**src/rtl/vdma_engine.sv**
```systemverilog
module vdma_engine #(
  parameter int CRAM_AW  = 7,
  parameter int VSRAM_AW = 7
) (
  input  logic        clk,
  input  logic        rst_n,
  input  logic        cmd_go,
  input  logic [5:0]  cmd_code,
  input  logic [15:0] cmd_dest,
  input  logic        dma_en,
  input  logic [7:0]  len_lo,
  input  logic [7:0]  len_hi,
  input  logic [7:0]  src_lo,
  input  logic [7:0]  src_mid,
  input  logic [7:0]  src_hi,
  input  logic [7:0]  auto_inc,
  input  logic        data_wr,
  input  logic [15:0] data_word,
  output logic        bus_req,
  input  logic        bus_ack,
  output logic        bus_rd,
  output logic [23:0] bus_addr,
  input  logic [15:0] bus_rdata,
  output logic [15:0] vram_raddr,
  input  logic [7:0]  vram_rdata,
  output logic        vram_we,
  output logic        cram_we,
  output logic        vsram_we,
  output logic        mem_byte,
  output logic [15:0] mem_addr,
  output logic [15:0] mem_wdata,
  output logic        busy
);
  localparam logic [15:0] CRAM_MASK  = 16'((1 << CRAM_AW) - 1);
  localparam logic [15:0] VSRAM_MASK = 16'((1 << VSRAM_AW) - 1);

  typedef enum logic [2:0] {S_IDLE, S_MEM, S_FWAIT, S_FILL, S_CRD, S_CWR} st_t;
  typedef enum logic [1:0] {T_VRAM, T_CRAM, T_VSRAM} tgt_t;

  st_t         st;
  tgt_t        tgt;
  logic [16:0] cnt;
  logic [15:0] dst;
  logic [22:0] src;
  logic [7:0]  inc;
  logic [7:0]  fillb;

  wire go     = cmd_go && dma_en && cmd_code[5] && (st == S_IDLE);
  wire step   = ((st == S_MEM) && bus_ack) || (st == S_FILL) || (st == S_CWR);
  wire last   = (cnt == 17'd1);

  always_ff @(posedge clk) begin
    if (!rst_n) begin
      st <= S_IDLE; tgt <= T_VRAM; cnt <= '0; dst <= '0;
      src <= '0; inc <= '0; fillb <= '0;
    end else begin
      if (go) begin
        cnt <= ({len_hi, len_lo} == 16'd0) ? 17'h10000 : {1'b0, len_hi, len_lo};
        dst <= cmd_dest;
        inc <= auto_inc;
        case (cmd_code[3:0])
          4'b0011: tgt <= T_CRAM;
          4'b0101: tgt <= T_VSRAM;
          default: tgt <= T_VRAM;
        endcase
        if (!src_hi[7]) begin
          src <= {src_hi[6:0], src_mid, src_lo};
          st  <= S_MEM;
        end else begin
          src <= {7'd0, src_mid, src_lo};
          st  <= src_hi[6] ? S_CRD : S_FWAIT;
        end
      end
      if (st == S_FWAIT && data_wr) begin
        fillb <= data_word[15:8];
        st    <= S_FILL;
      end
      if (st == S_CRD) st <= S_CWR;
      if (step) begin
        dst <= dst + {8'd0, inc};
        cnt <= cnt - 17'd1;
        if (st == S_MEM) src <= src + 23'd1;
        if (st == S_CWR) begin
          src <= {7'd0, src[15:0] + 16'd1};
          st  <= last ? S_IDLE : S_CRD;
        end
        if (last) st <= S_IDLE;
      end
    end
  end

  assign busy       = (st != S_IDLE);
  assign bus_req    = (st == S_MEM);
  assign bus_rd     = (st == S_MEM) && bus_ack;
  assign bus_addr   = {src, 1'b0};
  assign vram_raddr = src[15:0];
  assign mem_byte   = (st == S_FILL) || (st == S_CWR);
  assign vram_we    = (bus_rd && tgt == T_VRAM) || mem_byte;
  assign cram_we    = bus_rd && tgt == T_CRAM;
  assign vsram_we   = bus_rd && tgt == T_VSRAM;
  assign mem_addr   = !bus_req ? dst :
                      (tgt == T_CRAM)  ? (dst & CRAM_MASK) :
                      (tgt == T_VSRAM) ? (dst & VSRAM_MASK) : dst;
  assign mem_wdata  = (st == S_MEM) ? bus_rdata :
                      {8'd0, (st == S_FILL) ? fillb : vram_rdata};


  rd_needs_grant_chk: assert property (@(posedge clk) disable iff (!rst_n)
    bus_rd |-> (bus_req && bus_ack));

  src_step_chk: assert property (@(posedge clk) disable iff (!rst_n)
    (bus_rd && $past(bus_rd)) |-> (bus_addr == $past(bus_addr) + 24'd2));

  one_target_chk: assert property (@(posedge clk) disable iff (!rst_n)
    $onehot0({vram_we, cram_we, vsram_we}));

  idle_quiet_chk: assert property (@(posedge clk) disable iff (!rst_n)
    !busy |-> !(vram_we || cram_we || vsram_we || bus_req));

  fill_stride_chk: assert property (@(posedge clk) disable iff (!rst_n)
    ((st == S_FILL) && $past(st == S_FILL)) |-> (mem_addr == $past(mem_addr) + {8'd0, inc}));
endmodule

```
**config.mk**
```make
export PLATFORM = sky130hd
export DESIGN_NAME = vdma_engine
export DESIGN_NICKNAME = d
export VERILOG_FILES = /design/src/rtl/vdma_engine.sv
export SDC_FILE = /design/constraint.sdc
export NUM_CORES = 1
export LEC_CHECK = 0
export ABC_AREA = 1
export BUFFER_PORTS_ARGS = -buffer_cell sky130_fd_sc_hd__buf_2
export CAP_MARGIN = 0
export CORE_UTILIZATION = 45
export DETAILED_ROUTE_END_ITERATION = 10
export GPL_ROUTABILITY_DRIVEN = 0
export PLACE_DENSITY = 0.73
export RECOVER_POWER = 100
export SLEW_MARGIN = 10
export SYNTH_ARGS = -nofsm -noshare
export SYNTH_HDL_FRONTEND = slang
export SYNTH_SLANG_ARGS = --single-unit
```
**constraint.sdc**
```tcl
create_clock -name clk -period 3.1 [get_ports clk]
set_clock_uncertainty 0.15 [all_clocks]
set_input_delay 0 -clock clk [delete_from_list [all_inputs] [get_ports clk]]
set_output_delay 0 -clock clk [all_outputs]
set_load 0.02 [all_outputs]
```
==> impl_metrics.tcl <==
set metrics [dict create \
    period_minus_slack_ns 2.77 \
    violations "DRC" \
    rsz0062_at_grt "no" \
    cts_tree "done" \
    area_growth_pct 37.2 \
    syn_nets 1021 \
    ys_ff_latch 77 \
    routedWlPerCell_um 13.3 \
    layout-drive-gt1-share_pct 13.1 \
    placed_area_um2 6260 \
    grt_antenna_before_repair 0 \
    drc 20 \
    routed_wl_mm 17.2 \
    yosys.area.top_type "dfxtp_1" \
    worst_slew_pin_slew_ns 0.632 \
    p_leak_uw 0.00347 \
    grt_pass1_wl_mm 27.9 \
    drv_slew 0 \
    fin_crit_sh_pct 89.2 \
    dieArea_um2 12500 \
    worstSkewPairLatency_ns 0.34 \
    max_freq_mhz 361 \
    syn_area_um2 5440 \
    die_h_um 112 \
    cts_buffers 9 \
    ant_nets 0 \
    cap_violations 0 \
    synth_edf_count 0 \
    synth_common_cells "nand2_1, nor2_1, inv_1" \
    seq_area_frac_synth_pct 28.4 \
    setup_violations 0 \
    dp_hpwl_mm 11.2 \
    cts_root_buffer "clkbuf_16" \
    rrSetupSlack_ns 0.33 \
    ios 195 \
    dr.pass1.iters 8 \
    hold_path.class "in2reg" \
    coreArea_um2 11600 \
    netlist_instances 893 \
    grt_start_max_net_pins 81 \
    critical_path_class "reg2reg" \
    via_per_inst 5.08 \
    die_x_um 112 \
    ys.flop_type "dfxtp_1" \
    required_ns 3.24 \
    synth-async-reset-ratio_pct 0 \
    rows 39 \
    start_util_pct 46.8 \
    synthTopCellsByArea "dfxtp_1, nand2_1, nor2_1" \
    finish.net_count 1272 \
    io_buffers 184 \
    cts_sinks 77 \
    crit_arrival_ns 2.91 \
    synthesis.area_per_instance_um2 6.09 \
    h-tree-depth 3 \
    finalHoldViolations 0 \
    post_cts_buffers 0 \
    powerDensity_nw_per_um2 392 \
    setup_tns_ns 0 \
    netlist.area_leader.share_pct 28.4 \
    synth_cell_types 42 \
    drtIter0Drc 460 \
    cts.reportedPaths.clkPinSlew_ns 0.06 \
    overflow 0 \
    yosysMostFrequentCell "nand2_1" \
    cp_max_fo 19 \
    cts_buffer_depth 2 \
    max_slew_margin_pct 57.9 \
    start_kind "register" \
    design_area_um2 7460 \
    grt_pass1_vias 6149 \
    vias 6560 \
    end_kind "register" \
    status "complete, but fails checks" \
    finalPower_uw 2930 \
    peakVddDrop_mv 0.349 \
    yosysWarnings 0 \
    n_fill_cell 1095 \
    diodes 0 \
    grtUsageTotal_pct 27.5 \
]
==> state kept, by name, indices dropped and copies added, names as in the netlist <==
name	flops
st	3
cnt	17
tgt	2
src	23
inc	8
dst	16
fillb	8
==> final timing paths <==
check,start,end,cells past startpoint
worst max-delay path,st[1],dst[3],11
worst min-delay path,bus_ack,src[20],5
worst max register to register,st[1],dst[3],11
worst min register to register,cnt[1],cnt[1],2
==> layer usage <==
layer	vias to the layer above	GRT usage, %	part of all wire [%]
met5	-	0	0
met4	0	6.94	1.3
met3	17	6.21	6.9
met2	250	50.7	50
met1	2950	31.9	42
li1	3343	-	-
==> what timing repair did <==
| action | CTS | global route |
|---|---|---|
| hold endpoints to repair | 76 | 0 |
| gates resized for setup | 0 | 0 |
| hold buffers | 101 | 0 |
==> per-stage QoR <==
stage                     hold WS, ns  utilization [%]  worst slack, ns  std cells
after floorplan               -0.0306                -             1.22        893
after global placement         0.0703             53.9            0.839       1175
after detailed placement       0.0768             53.9            0.823       1175
after CTS                     0.00350             65.1            0.461       1292
after global routing           0.0388             64.2            0.184       1292
final                          0.0141             64.2            0.334       1292
==> area by class of cell <==
cell class	count	area, µm²	share of cell area (%)
inverters	111	417	5.59
repair buffers	291	1900	25.4
flip-flops and latches	77	1540	20.7
clock buffers	11	243	3.26
multi-input cells	654	3130	42.0
well taps	143	179	2.40
clock inverters	5	50.0	0.671
==> cells in the final DEF (no fill, tap or decap), types with 6 or more instances in the layout <==
cell type / netlist / layout
o21ai_0: 64 / 77
nor2_1: 129 / 129
inv_1: 101 / 105
clkbuf_16: 0 / 9
nand3_1: 76 / 77
a21oi_1: 45 / 45
nand2_1: 225 / 227
ha_1: 11 / 11
dfxtp_1: 77 / 77
nand4_1: 11 / 11
o21ai_1: 19 / 6
a31oi_1: 7 / 7
buf_2: 10 / 111
nor3_1: 13 / 13
clkbuf_1: 10 / 74
dlygate4sd3_1: 0 / 101
xor2_1: 13 / 13
==> logic make-up (layout without fill, tap and decap cells) <==
logic type / count (synthesis) / after routing / share of synthesized area (%)
and+or+nand+nor: 477 / 477 / 37.9
other: 1 / 1 / 0.0690
buffers and inverters: 162 / 418 / 13.8
xor gates and xnor gates: 15 / 15 / 2.42
adders and majority gates: 12 / 12 / 2.90
AOI/OAI and AO/OA: 149 / 149 / 14.5
DFF: 77 / 77 / 28.4
==> where the power goes <==
part           internal (µW)  total [µW]  switching, µW
combinational            310         770            460
sequential              1050        1100           56.3
clock                    640        1050            414
==> worst max-delay path: stages (launching register included) <==
cell and delay (ns):
dfxtp_1 0.32, inv_1 0.27, nand3_4 0.21, inv_2 0.23, nand2_2 0.12, nand3_4 0.20
buf_4 0.30, nand3b_1 0.13, nand3_1 0.10, nand2_1 0.04, dlygate4sd3_1 0.56, inv_1 0.06
Note: power is estimated with default switching activity, not from simulation.
